File: src/rtl/strap_pkg.sv
package strap_pkg;

    typedef enum logic [1:0] {
        ST_ARMED = 2'b00,
        ST_RUN   = 2'b01,
        ST_SLEEP = 2'b10
    } strap_state_t;

    // Map a pre-decoded tri-level code to its level; reserved 2'b11 reads as mid.
    function automatic logic [1:0] tri_level(input logic [1:0] code);
        unique case (code)
            2'b00:   tri_level = 2'd0;
            2'b10:   tri_level = 2'd2;
            default: tri_level = 2'd1;
        endcase
    endfunction

endpackage

File: src/rtl/tri_level_decode.sv
module tri_level_decode (
    input  logic [1:0] code,
    output logic [1:0] level
);
    import strap_pkg::*;

    always_comb begin
        level = tri_level(code);
    end
endmodule

File: src/rtl/strap_fsm.sv
module strap_fsm (
    input  logic clk,
    input  logic rst_n,
    input  logic pwdn_n,
    output logic capture_en
);
    import strap_pkg::*;

    strap_state_t state_q, state_d;

    always_ff @(posedge clk or negedge rst_n) begin
        if (!rst_n) state_q <= ST_ARMED;
        else        state_q <= state_d;
    end

    always_comb begin
        state_d = state_q;
        unique case (state_q)
            ST_ARMED: state_d = pwdn_n ? ST_RUN : ST_SLEEP;
            ST_RUN:   state_d = pwdn_n ? ST_RUN : ST_SLEEP;
            ST_SLEEP: state_d = pwdn_n ? ST_RUN : ST_SLEEP;
            default:  state_d = ST_ARMED;
        endcase
    end

    always_comb begin
        capture_en = 1'b0;
        unique case (state_q)
            ST_ARMED: capture_en = pwdn_n;
            ST_SLEEP: capture_en = pwdn_n;
            ST_RUN:   capture_en = 1'b0;
            default:  capture_en = 1'b0;
        endcase
    end
endmodule

File: src/rtl/strap_hold_regs.sv
module strap_hold_regs #(
    parameter int ADDR_W = 4,
    parameter int TUNE_W = 4
) (
    input  logic              clk,
    input  logic              rst_n,
    input  logic              capture_en,
    input  logic [ADDR_W-1:0] addr_d,
    input  logic [TUNE_W-1:0] tune_d,
    input  logic              ss_d,
    input  logic              rate_d,
    output logic [ADDR_W-1:0] addr_q,
    output logic [TUNE_W-1:0] tune_q,
    output logic              ss_q,
    output logic              rate_q,
    output logic              valid_q
);
    always_ff @(posedge clk or negedge rst_n) begin
        if (!rst_n) begin
            addr_q  <= '0;
            tune_q  <= '0;
            ss_q    <= 1'b0;
            rate_q  <= 1'b0;
            valid_q <= 1'b0;
        end else begin
            valid_q <= capture_en;
            if (capture_en) begin
                addr_q <= addr_d;
                tune_q <= tune_d;
                ss_q   <= ss_d;
                rate_q <= rate_d;
            end
        end
    end
endmodule

File: src/rtl/pin_strap_latch.sv
module pin_strap_latch #(
    parameter int              ADDR_PINS  = 2,
    parameter int              TUNE_W     = 4,
    parameter logic [TUNE_W-1:0] EQ_TUNE_LO = 4'b1001,
    parameter logic [TUNE_W-1:0] EQ_TUNE_HI = 4'b0100,
    localparam int             ADDR_COUNT = 3 ** ADDR_PINS,
    localparam int             ADDR_W     = $clog2(ADDR_COUNT)
) (
    input  logic                   clk,
    input  logic                   rst_n,
    input  logic                   pwdn_n,
    input  logic [2*ADDR_PINS-1:0] addr_straps,
    input  logic                   eq_sel,
    input  logic                   ss_strap,
    input  logic                   rate_strap,
    output logic [ADDR_W-1:0]      dev_addr,
    output logic [TUNE_W-1:0]      eq_tune,
    output logic                   ss_enable,
    output logic                   low_rate,
    output logic                   cfg_valid
);
    logic [1:0]        pin_level [ADDR_PINS];
    logic [ADDR_W-1:0] addr_next;
    logic [TUNE_W-1:0] tune_next;
    logic              capture_en;

    for (genvar p = 0; p < ADDR_PINS; p++) begin : g_pin
        tri_level_decode u_dec (
            .code  (addr_straps[2*p +: 2]),
            .level (pin_level[p])
        );
    end

    // Base-3 weighting: pin p contributes level * 3^p.
    always_comb begin
        int acc;
        int weight;
        acc    = 0;
        weight = 1;
        for (int p = 0; p < ADDR_PINS; p++) begin
            acc    = acc + int'(pin_level[p]) * weight;
            weight = weight * 3;
        end
        addr_next = ADDR_W'(acc);
    end

    always_comb begin
        tune_next = eq_sel ? EQ_TUNE_HI : EQ_TUNE_LO;
    end

    strap_fsm u_fsm (
        .clk        (clk),
        .rst_n      (rst_n),
        .pwdn_n     (pwdn_n),
        .capture_en (capture_en)
    );

    strap_hold_regs #(
        .ADDR_W (ADDR_W),
        .TUNE_W (TUNE_W)
    ) u_regs (
        .clk        (clk),
        .rst_n      (rst_n),
        .capture_en (capture_en),
        .addr_d     (addr_next),
        .tune_d     (tune_next),
        .ss_d       (ss_strap),
        .rate_d     (rate_strap),
        .addr_q     (dev_addr),
        .tune_q     (eq_tune),
        .ss_q       (ss_enable),
        .rate_q     (low_rate),
        .valid_q    (cfg_valid)
    );
endmodule

File: config.mk
export PLATFORM = sky130hd
export DESIGN_NAME = pin_strap_latch
export DESIGN_NICKNAME = d
export VERILOG_FILES = /design/src/rtl/strap_pkg.sv /design/src/rtl/tri_level_decode.sv /design/src/rtl/strap_fsm.sv /design/src/rtl/strap_hold_regs.sv /design/src/rtl/pin_strap_latch.sv
export SDC_FILE = /design/constraint.sdc
export NUM_CORES = 1
export LEC_CHECK = 0
export BUFFER_PORTS_ARGS = -buffer_cell sky130_fd_sc_hd__buf_2
export CAP_MARGIN = 20
export CORE_MARGIN = 2
export CORE_UTILIZATION = 42
export DETAILED_ROUTE_END_ITERATION = 6
export GPL_TIMING_DRIVEN = 0
export PLACE_DENSITY_LB_ADDON = 0.25
export SYNTH_ARGS = -nofsm -noshare
export SYNTH_HDL_FRONTEND = slang
export SYNTH_HIERARCHICAL = 1
export SYNTH_SLANG_ARGS = --single-unit
File: constraint.sdc
create_clock -name clk -period 1.1 [get_ports clk]
set_input_delay 0.055 -clock clk [delete_from_list [all_inputs] [get_ports clk]]
set_output_delay 0.055 -clock clk [all_outputs]
set_load 0.05 [all_outputs]
==> run metrics, run 1 <==
status finished, violations left; failing checks negative setup slack; RSZ-0062 raised after global routing yes; drt total wl 1344 um; critical path class primary input to flop; final net count 92; Num CTS Buffers 3; top cells by area, synth dfrtp_1, mux2_4, fa_1, inv_1, ha_1; area occupied by multi-input gates 276.5 um^2; startpoint type of the worst setup path primary input; DRT Pass-1 Iters 2; Cells after Synth 44; Core Area 1350 um^2; layout cell share with drive strength beyond 1 62.34%; max-slew violations 0; post-layout min period 1635 ps; Final Hold Viols 0; largest net degree at the start of global routing 14; Die Ht 42.67 um; Final Skew 2.821 ps; Via density 4.554; area grow syn2layout 45.02%; Worst Path Arrival 1790 ps; post-synthesis sequential area ratio 51.79%; IR drop worst, VDD 0.8775 mV; post-route setup slack -535.1 ps; Tcrit/Tclk final 148.6%; #FFs+latches synth 13; H-tree depth 1; worst slack at placement -840.0 ps; CP Capture Type flop; Placer Congestion 0.7248; Routed Antenna Nets 0; post-synth top area cell dfrtp_1; Mapped Area 628.1 um^2; Reg clk slew, reported paths 80 ps; Max Clk Rate 0.6116 GHz; grt ovf 0; Remaining DRCs 0; Total GRT Usage 15.37%; Max clock buf depth 2; Synth top area share 51.79%; most frequent cells in the layout buf_2, dfrtp_1, mux2_4; die width 42.67 um; initial antenna violation count 0; Required @ worst endpoint 1260 ps; Worst Path Max Fanout 2; Rows 13; sequential cell area 325.3 um^2; Synth Net Count 58; Filler cells 110; port buffer count 20; Warnings, synthesis 6; Ports 21; PwrDens 1622 nW/um^2; Antenna Cells 0; Avg Cell Area, Syn 14.28 um^2; Final HPWL DP 740.4 um; max-cap viol count 0; vias in the first global route 436; Clock Sinks 13; Final Util 67.47%; 1st-iter DRT viols 1; first-pass GRT wire length 2035 um; setup_tns -1230 ps; static leakage 0.4873 nW; CTS tree done; drt wl/cell 14.61 um; DIE AREA 1821 um^2; root buffer cell clkbuf_4; worst min-delay path class primary input to flop; # setup viols final 10; clk_lat worst skew 270 ps; detailed-route via count 419; initial core utilization 46.52%; Distinct cells, synth 11; most common cell after layout, fill and taps aside buf_2; hold_ws 13.72 ps
[metrics by stage]
step,instance area [um^2],power (W),cells
after floorplan,628.1,0.001013,44
after global placement,747.0,0.001132,79
after detailed placement,747.0,0.001138,79
after CTS,854.6,0.001461,89
after global routing,910.9,0.001552,92
final,910.9,0.001478,92
[worst paths after layout]
check,endpoint,depth (start not counted),slack (ps),startpoint
min in group asynchronous,u_regs/tune_q[0],2,190,rst_n
hold reg to reg,u_fsm/state_q[0],1,450,u_fsm/state_q[1]
max in group asynchronous,u_regs/addr_q[1],2,690,rst_n
setup / recovery,u_regs/addr_q[2],10,-540,addr_straps[0]
hold / removal,u_regs/rate_q,2,10,rate_strap
setup reg to reg,u_regs/addr_q[3],3,-40,u_fsm/state_q[0]
[repair_timing]
item	in CTS	in global routing
gates cloned	1	0
setup buffers	3	2
hold buffers	2	1
resized for setup	9	10
hold endpoints to repair	14	1
setup endpoints to repair	10	10
pin swaps	0	0
[logic make-up (layout without fill, tap and decap cells)]
| logic type | Yosys count | after routing | share of synthesized area, % |
|---|---|---|---|
| AO/OA/AOI/OAI | 2 | 2 | 2.589 |
| adder cells (fa/ha/maj) | 4 | 4 | 10.36 |
| buffers and inverters | 11 | 44 | 7.769 |
| flip-flops | 13 | 13 | 51.79 |
| multiplexers | 10 | 10 | 23.90 |
| other | 1 | 1 | 0.5970 |
| AND/OR/NAND/NOR | 3 | 3 | 2.988 |
[cell usage after synthesis (all sizes together)]
master	instances
a21boi	1
a21oi	1
buf	1
clkbuf	2
conb	1
dfrtp	13
fa	2
ha	2
inv	8
mux2	10
nor2b	3
[power by group]
| part | leakage (nW) | internal [W] | total (W) | switching [W] |
|---|---|---|---|---|
| combinational | 0.316 | 0.000224 | 0.000596 | 0.000372 |
| sequential | 0.156 | 0.000553 | 0.000594 | 0.0000412 |
| clock | 0.0150 | 0.000140 | 0.000288 | 0.000148 |
| total | 0.487 | 0.000917 | 0.00148 | 0.000561 |
[state kept, by name, summed over array words and instances (netlist names)]
signal	count
u_regs/tune_q	4
u_regs/ss_q	1
u_fsm/state_q	2
u_regs/rate_q	1
u_regs/addr_q	4
u_regs/valid_q	1
[metal layers]
layer	share of wire (%)	vias to the layer above	GRT usage (%)
met5	0	-	0
met4	0	0	3.750
met3	3.1	0	5.106
met2	55	10	23.03
met1	41	208	21.43
li1	-	201	-
[area by class of cell]
type                    instances  share of cell area (%)
flip-flops and latches         13                   35.71
multi-input cells              20                   30.36
repair buffers                 29                   22.80
inverters                       8                   3.297
clock buffers                   4                   2.885
plain buffers                   3                   2.885
well taps                      15                   2.060
[critical path, cell delays in order]
cell,delay [ps]
buf_8,100
nor2b_4,100
inv_2,50
fa_1,460
inv_1,70
ha_1,140
inv_1,50
fa_1,470
inv_1,40
mux2_4,250
(Power assumes the default switching activity.)
==> run 2, diff against run 1 <==
CORE_UTILIZATION = 40   (was 42)
SYNTH_HIERARCHICAL = not set   (was 1)
==> run 2 against run 1 <==
The flow still finishes with violations (negative setup slack). Clock-buffer cell count is the same. Sequential share of layout area shrank 1.3 points. Clock power shrank 8.0%. Register-to-register slack is essentially flat. First-iteration DRC count grew 100%. Power shrank 13%. Sequential power shrank 16%. Combinational power shrank 13%. Critical path depth shrank 4. Cell area shrank 12%. Worst hold slack gained 8.1 ps. Core utilization shrank 5.2 points. Critical path type unchanged. Largest power group unchanged. Highest routed layer unchanged.
==> run metrics, run 2 <==
Top delay family on crit path adder cells; status finished, violations left; fraction of registers with async set or reset after synthesis 100.0%; 1st-iter DRT viols 2; CP max-delay cell fa_2; Synth Net Count 51; Regs by FF count u_regs.addr_q (4), u_fsm.state_q (2), u_regs.tune_q (2); layout cell share with drive strength beyond 1 62.12%; Mapped Area 538.0 um^2; area grow syn2layout 48.84%; Filler cells 98; Worst Path Buf+Inv 1; max-slew violations 0; PwrDens 1598 nW/um^2; most common cell after layout, fill and taps aside buf_2; startpoint type of the worst setup path primary input; post-layout min period 1320 ps; CTS tree done; static leakage 0.4024 nW; first-pass GRT wire length 1345 um; RSZ-0062 raised after global routing yes; Placer Congestion 0.6659; reg2reg path depth 3; Antenna Cells 0; Max clock buf depth 2; Distinct cells, synth 15; drt wl/cell 11.22 um; largest net degree at the start of global routing 12; die width 40.68 um; post-synth top area cell dfrtp_1; Worst Path Arrival 1470 ps; Rows 13; most common cell in the netlist dfrtp_1; Synth Flop Type dfrtp_1; Max Clk Rate 0.7578 GHz; Routed Antenna Nets 0; DIE AREA 1654 um^2; Max stage delay on crit path 420 ps; Warnings, synthesis 0; final net count 81; Core Area 1285 um^2; CP Capture Type flop; critical path class primary input to flop; Cells after Synth 37; crit-path cells buf_6 -> or2_4 -> ha_4 -> ha_4 -> fa_2 -> mux2_4; Final Skew 0.3535 ps; Worst Path Max Fanout 2; port buffer count 19; # setup viols final 7; Most flops, register u_regs.addr_q; initial antenna violation count 0; Num CTS Buffers 3; IR drop worst, VDD 0.8090 mV; Die Ht 40.68 um; worst min-delay path class primary input to flop; Avg Cell Area, Syn 14.54 um^2; DRT Pass-1 Iters 2; #FFs+latches synth 11; detailed-route via count 352; max FFs per register 4; Reg clk slew, reported paths 60 ps; drt total wl 909 um; Final Hold Viols 0; EDFF count, synth 0; post-synthesis sequential area ratio 51.16%; Clock Sinks 11; worst slack at placement -519.1 ps; max-cap viol count 0; Post-synth top cells dfrtp_1, mux2_4, clkbuf_1, ha_1; hold_ws 21.79 ps; Final HPWL DP 649.3 um; Total GRT Usage 13.87%; Remaining DRCs 0; Synth top area share 51.16%; most frequent cells in the layout buf_2, dfrtp_1, mux2_4; vias in the first global route 313; clk_lat worst skew 260 ps; post-route setup slack -219.6 ps; hold path depth 2; Required @ worst endpoint 1250 ps; critical path's most frequent cell ha_4; number of stages on the worst setup path 6; top cells by area, synth dfrtp_1, mux2_4, ha_1, fa_1, buf_4; failing checks negative setup slack; Tcrit/Tclk final 120.0%; root buffer cell clkbuf_4; H-tree depth 1; Ports 21; Via density 4.346; grt ovf 0; initial core utilization 41.87%
run 2: cell types whose count changed in the layout (fill, tap and decap cells not counted), moves of 2 or more:
cell      change
inv_2         -3
clkbuf_1      +2
buf_6         -3
nor2b_4       -2
inv_1         -4
dfrtp_1       -2
fa_1          -2
ha_4          +2
mux2_4        -3
buf_4         -2
run 2: per-layer routing:
| layer | share of wire (%) | vias to the layer above | track usage [%] | wire, um |
|---|---|---|---|---|
| met5 | 0 | - | 0 | 0 |
| met4 | 0 | 0 | 7.500 | 0 |
| met3 | 5.2 | 0 | 4.891 | 47 |
| met2 | 52 | 10 | 21.03 | 471 |
| met1 | 43 | 165 | 17.19 | 390 |
| li1 | - | 177 | - | - |
run 2: cell type report:
class	count	area, um^2	share of cell area (%)
flip-flops and latches	11	275.3	34.38
multi-input cells	19	254.0	31.72
repair buffers	25	181.4	22.66
plain buffers	6	41.29	5.156
clock buffers	4	26.28	3.281
well taps	15	18.77	2.344
inverters	1	3.754	0.4688
run 2: logic make-up after synthesis:
family / share of synthesized area, %
multiplexers: 21.40
AO/OA/AOI/OAI: 2.325
flip-flops: 51.16
AND/OR/NAND/NOR: 6.046
other: 0.6970
buffers and inverters: 7.673
adder cells (fa/ha/maj): 10.70
run 2: worst paths after layout:
| path | from | end | slack, ps |
|---|---|---|---|
| hold / removal | ss_strap | u_regs.ss_q | 20 |
| max in group asynchronous | rst_n | u_regs.tune_q[2] | 730 |
| min in group asynchronous | rst_n | u_regs.addr_q[1] | 180 |
| hold reg to reg | u_fsm.state_q[1] | u_fsm.state_q[1] | 450 |
| setup / recovery | addr_straps[3] | u_regs.addr_q[2] | -220 |
| setup reg to reg | u_fsm.state_q[0] | u_regs.addr_q[2] | -50 |
run 2: power by group:
group	internal (W)	total [W]	switching [W]	leakage, nW
clock	0.000140	0.000265	0.000125	0.0150
sequential	0.000465	0.000497	0.0000320	0.132
combinational	0.000195	0.000518	0.000323	0.255
run 2: what timing repair did:
| item | CTS | global route |
|---|---|---|
| hold endpoints to repair | 13 | 0 |
| pin swaps | 0 | 1 |
| setup endpoints to repair | 7 | 8 |
| hold buffers | 3 | 0 |
| gates cloned | 1 | 0 |
| gates resized for setup | 6 | 2 |
| buffers inserted | 1 | 1 |
run 2: stage by stage:
stage	TNS, ps	utilization (%)	cells	cell area (um^2)	total power, W
after floorplan	-624.5	-	37	565.5	0.0008763
after global placement	-1065	52.87	71	679.4	0.0009787
after detailed placement	-1138	52.87	71	679.4	0.0009874
after CTS	-746.5	61.64	80	792.0	0.001293
after global routing	-735.3	62.32	81	800.8	0.001348
final	-541.6	62.32	81	800.8	0.001280
==> run 3, diff against run 2 <==
PLACE_DENSITY = 0.79   (was not set)
PLACE_DENSITY_LB_ADDON = not set   (was 0.25)
==> run 3 against run 2 <==
The flow still finishes with violations (negative setup slack). Maximum frequency up 1.3%. Non-clock buffer count down 1. Register-to-register slack worse by 80 ps. Final cell count down 1.2%. Combinational power down 2%. Critical path depth unchanged.
==> run metrics, run 3 (same netlist as run 2, synthesis figures left out) <==
clk_lat worst skew 270 ps; Core Area 1285 um^2; # setup viols final 7; Psw 0.0004976 W; max-cap viol count 0; Max clock buf depth 2; reg-to-reg slack, setup -130 ps; Final Hold Viols 0; Final Skew 2.365 ps; CP Capture Point u_regs.addr_q[2]; DIE AREA 1654 um^2; Gate power share 39.4%; initial antenna violation count 0; Sw Ratio 38.51%; largest net degree at the start of global routing 12; CTS tree done; Tcrit/Tclk final 118.4%; Most flops, register u_regs.addr_q; drt total wl 1046 um; CP Capture Type flop; worst min-delay path class primary input to flop; most frequent cells in the layout buf_2, dfrtp_1, mux2_4; Remaining DRCs 0; port buffer count 19; post-route setup slack -202.1 ps; reg2reg path depth 4; reg2reg end u_regs.rate_q; grt ovf 0; post-layout min period 1302 ps; first-pass GRT wire length 1656 um; area grow syn2layout 46.05%; Final Util 61.15%; vias in the first global route 356; Worst Path Arrival 1460 ps; Final HPWL DP 637.4 um; CP Launch Point addr_straps[3]; Routed Antenna Nets 0; Die Ht 40.68 um; Required @ worst endpoint 1260 ps; worst slack at placement -487.2 ps; initial core utilization 41.87%; Total GRT Usage 16.47%; H-tree depth 1; root buffer cell clkbuf_4; most common cell after layout, fill and taps aside buf_2; drt wl/cell 13.08 um; Worst Path Max Fanout 2; layout cell share with drive strength beyond 1 60.00%; RSZ-0062 raised after global routing yes; status finished, violations left; final net count 80; critical path class primary input to flop; hold_ws 16.99 ps; Num CTS Buffers 3; Max Clk Rate 0.7680 GHz; startpoint type of the worst setup path primary input; Filler cells 115; Regs by FF count u_regs.addr_q (4), u_fsm.state_q (2), u_regs.tune_q (2); internal power 0.0007947 W; detailed-route via count 355; clock power share 21.8%; Placer Congestion 0.6765; Rows 13; max-slew violations 0; Ports 21; area occupied by multi-input gates 251.5 um^2; failing checks negative setup slack; Reg clk slew, reported paths 70 ps; Via density 4.438; die width 40.68 um; Sequential Power Share 38.8%; static leakage 0.3938 nW; R2R Path Start u_fsm.state_q[0]; PwrDens 1645 nW/um^2; max FFs per register 4; sequential cell area 275.3 um^2; IR drop worst, VDD 0.9102 mV; 1st-iter DRT viols 3; Antenna Cells 0; DRT Pass-1 Iters 2; Clock Sinks 11
==> run 3: final cells by class <==
class / count / area share [%]
plain buffers: 6 / 5.255
flip-flops and latches: 11 / 35.03
inverters: 1 / 0.4777
clock buffers: 4 / 3.344
well taps: 15 / 2.389
repair buffers: 24 / 21.50
multi-input cells: 19 / 32.01
==> run 3: critical path, cell delays in order <==
cell	delay (ps)
buf_6	90
or2_4	250
ha_4	270
ha_4	120
fa_2	410
mux2_4	260
==> run 3: worst min path at each step <==
| stage | from | end | slack, ps | cells past startpoint |
|---|---|---|---|---|
| 6_report | ss_strap | u_regs.ss_q | 20 | 2 |
| 3_3_place_gp | rst_n | u_regs.ss_q | -70 | 1 |
| 4_1_cts | ss_strap | u_regs.ss_q | 20 | 2 |
| 3_5_place_dp | rst_n | u_regs.ss_q | -70 | 1 |
| 2_1_floorplan | rst_n | u_fsm.state_q[0] | -240 | 0 |
| 5_1_grt | ss_strap | u_regs.ss_q | 20 | 2 |
==> run 3: power by group through the flow <==
stage / sequential (W) / combinational, W / clock (W)
global placement: 0.000503 / 0.000473 / 0
CTS: 0.000501 / 0.000514 / 0.000281
finish: 0.000502 / 0.000509 / 0.000281
detailed placement: 0.000505 / 0.000479 / 0
global route: 0.000510 / 0.000542 / 0.000307
floorplan: 0.000704 / 0.000172 / 0
==> run 3: per-stage QoR <==
stage / power (W) / TNS, ps / area, um^2 / std cells
floorplan: 0.0008763 / -624.5 / 565.5 / 37
global placement: 0.0009768 / -1004 / 679.4 / 71
detailed placement: 0.0009843 / -1124 / 679.4 / 71
CTS: 0.001296 / -890.5 / 793.3 / 80
global route: 0.001360 / -937.5 / 785.8 / 80
finish: 0.001292 / -717.2 / 785.8 / 80
==> run 3: timing repair <==
item	4_1_cts	5_1_grt
hold endpoints to repair	13	0
buffers inserted	1	1
pin swaps	0	1
hold buffers	3	0
resized for setup	6	0
gates cloned	1	0
setup endpoints to repair	7	7
==> run 3: per-layer routing <==
layer  vias up  wire length (um)  global-route usage [%]
met5         -                 0                       0
met3         0                50                   6.522
met4         0                 0                   5.000
met2        12               598                   30.16
li1        173                 -                       -
met1       170               397                   17.01
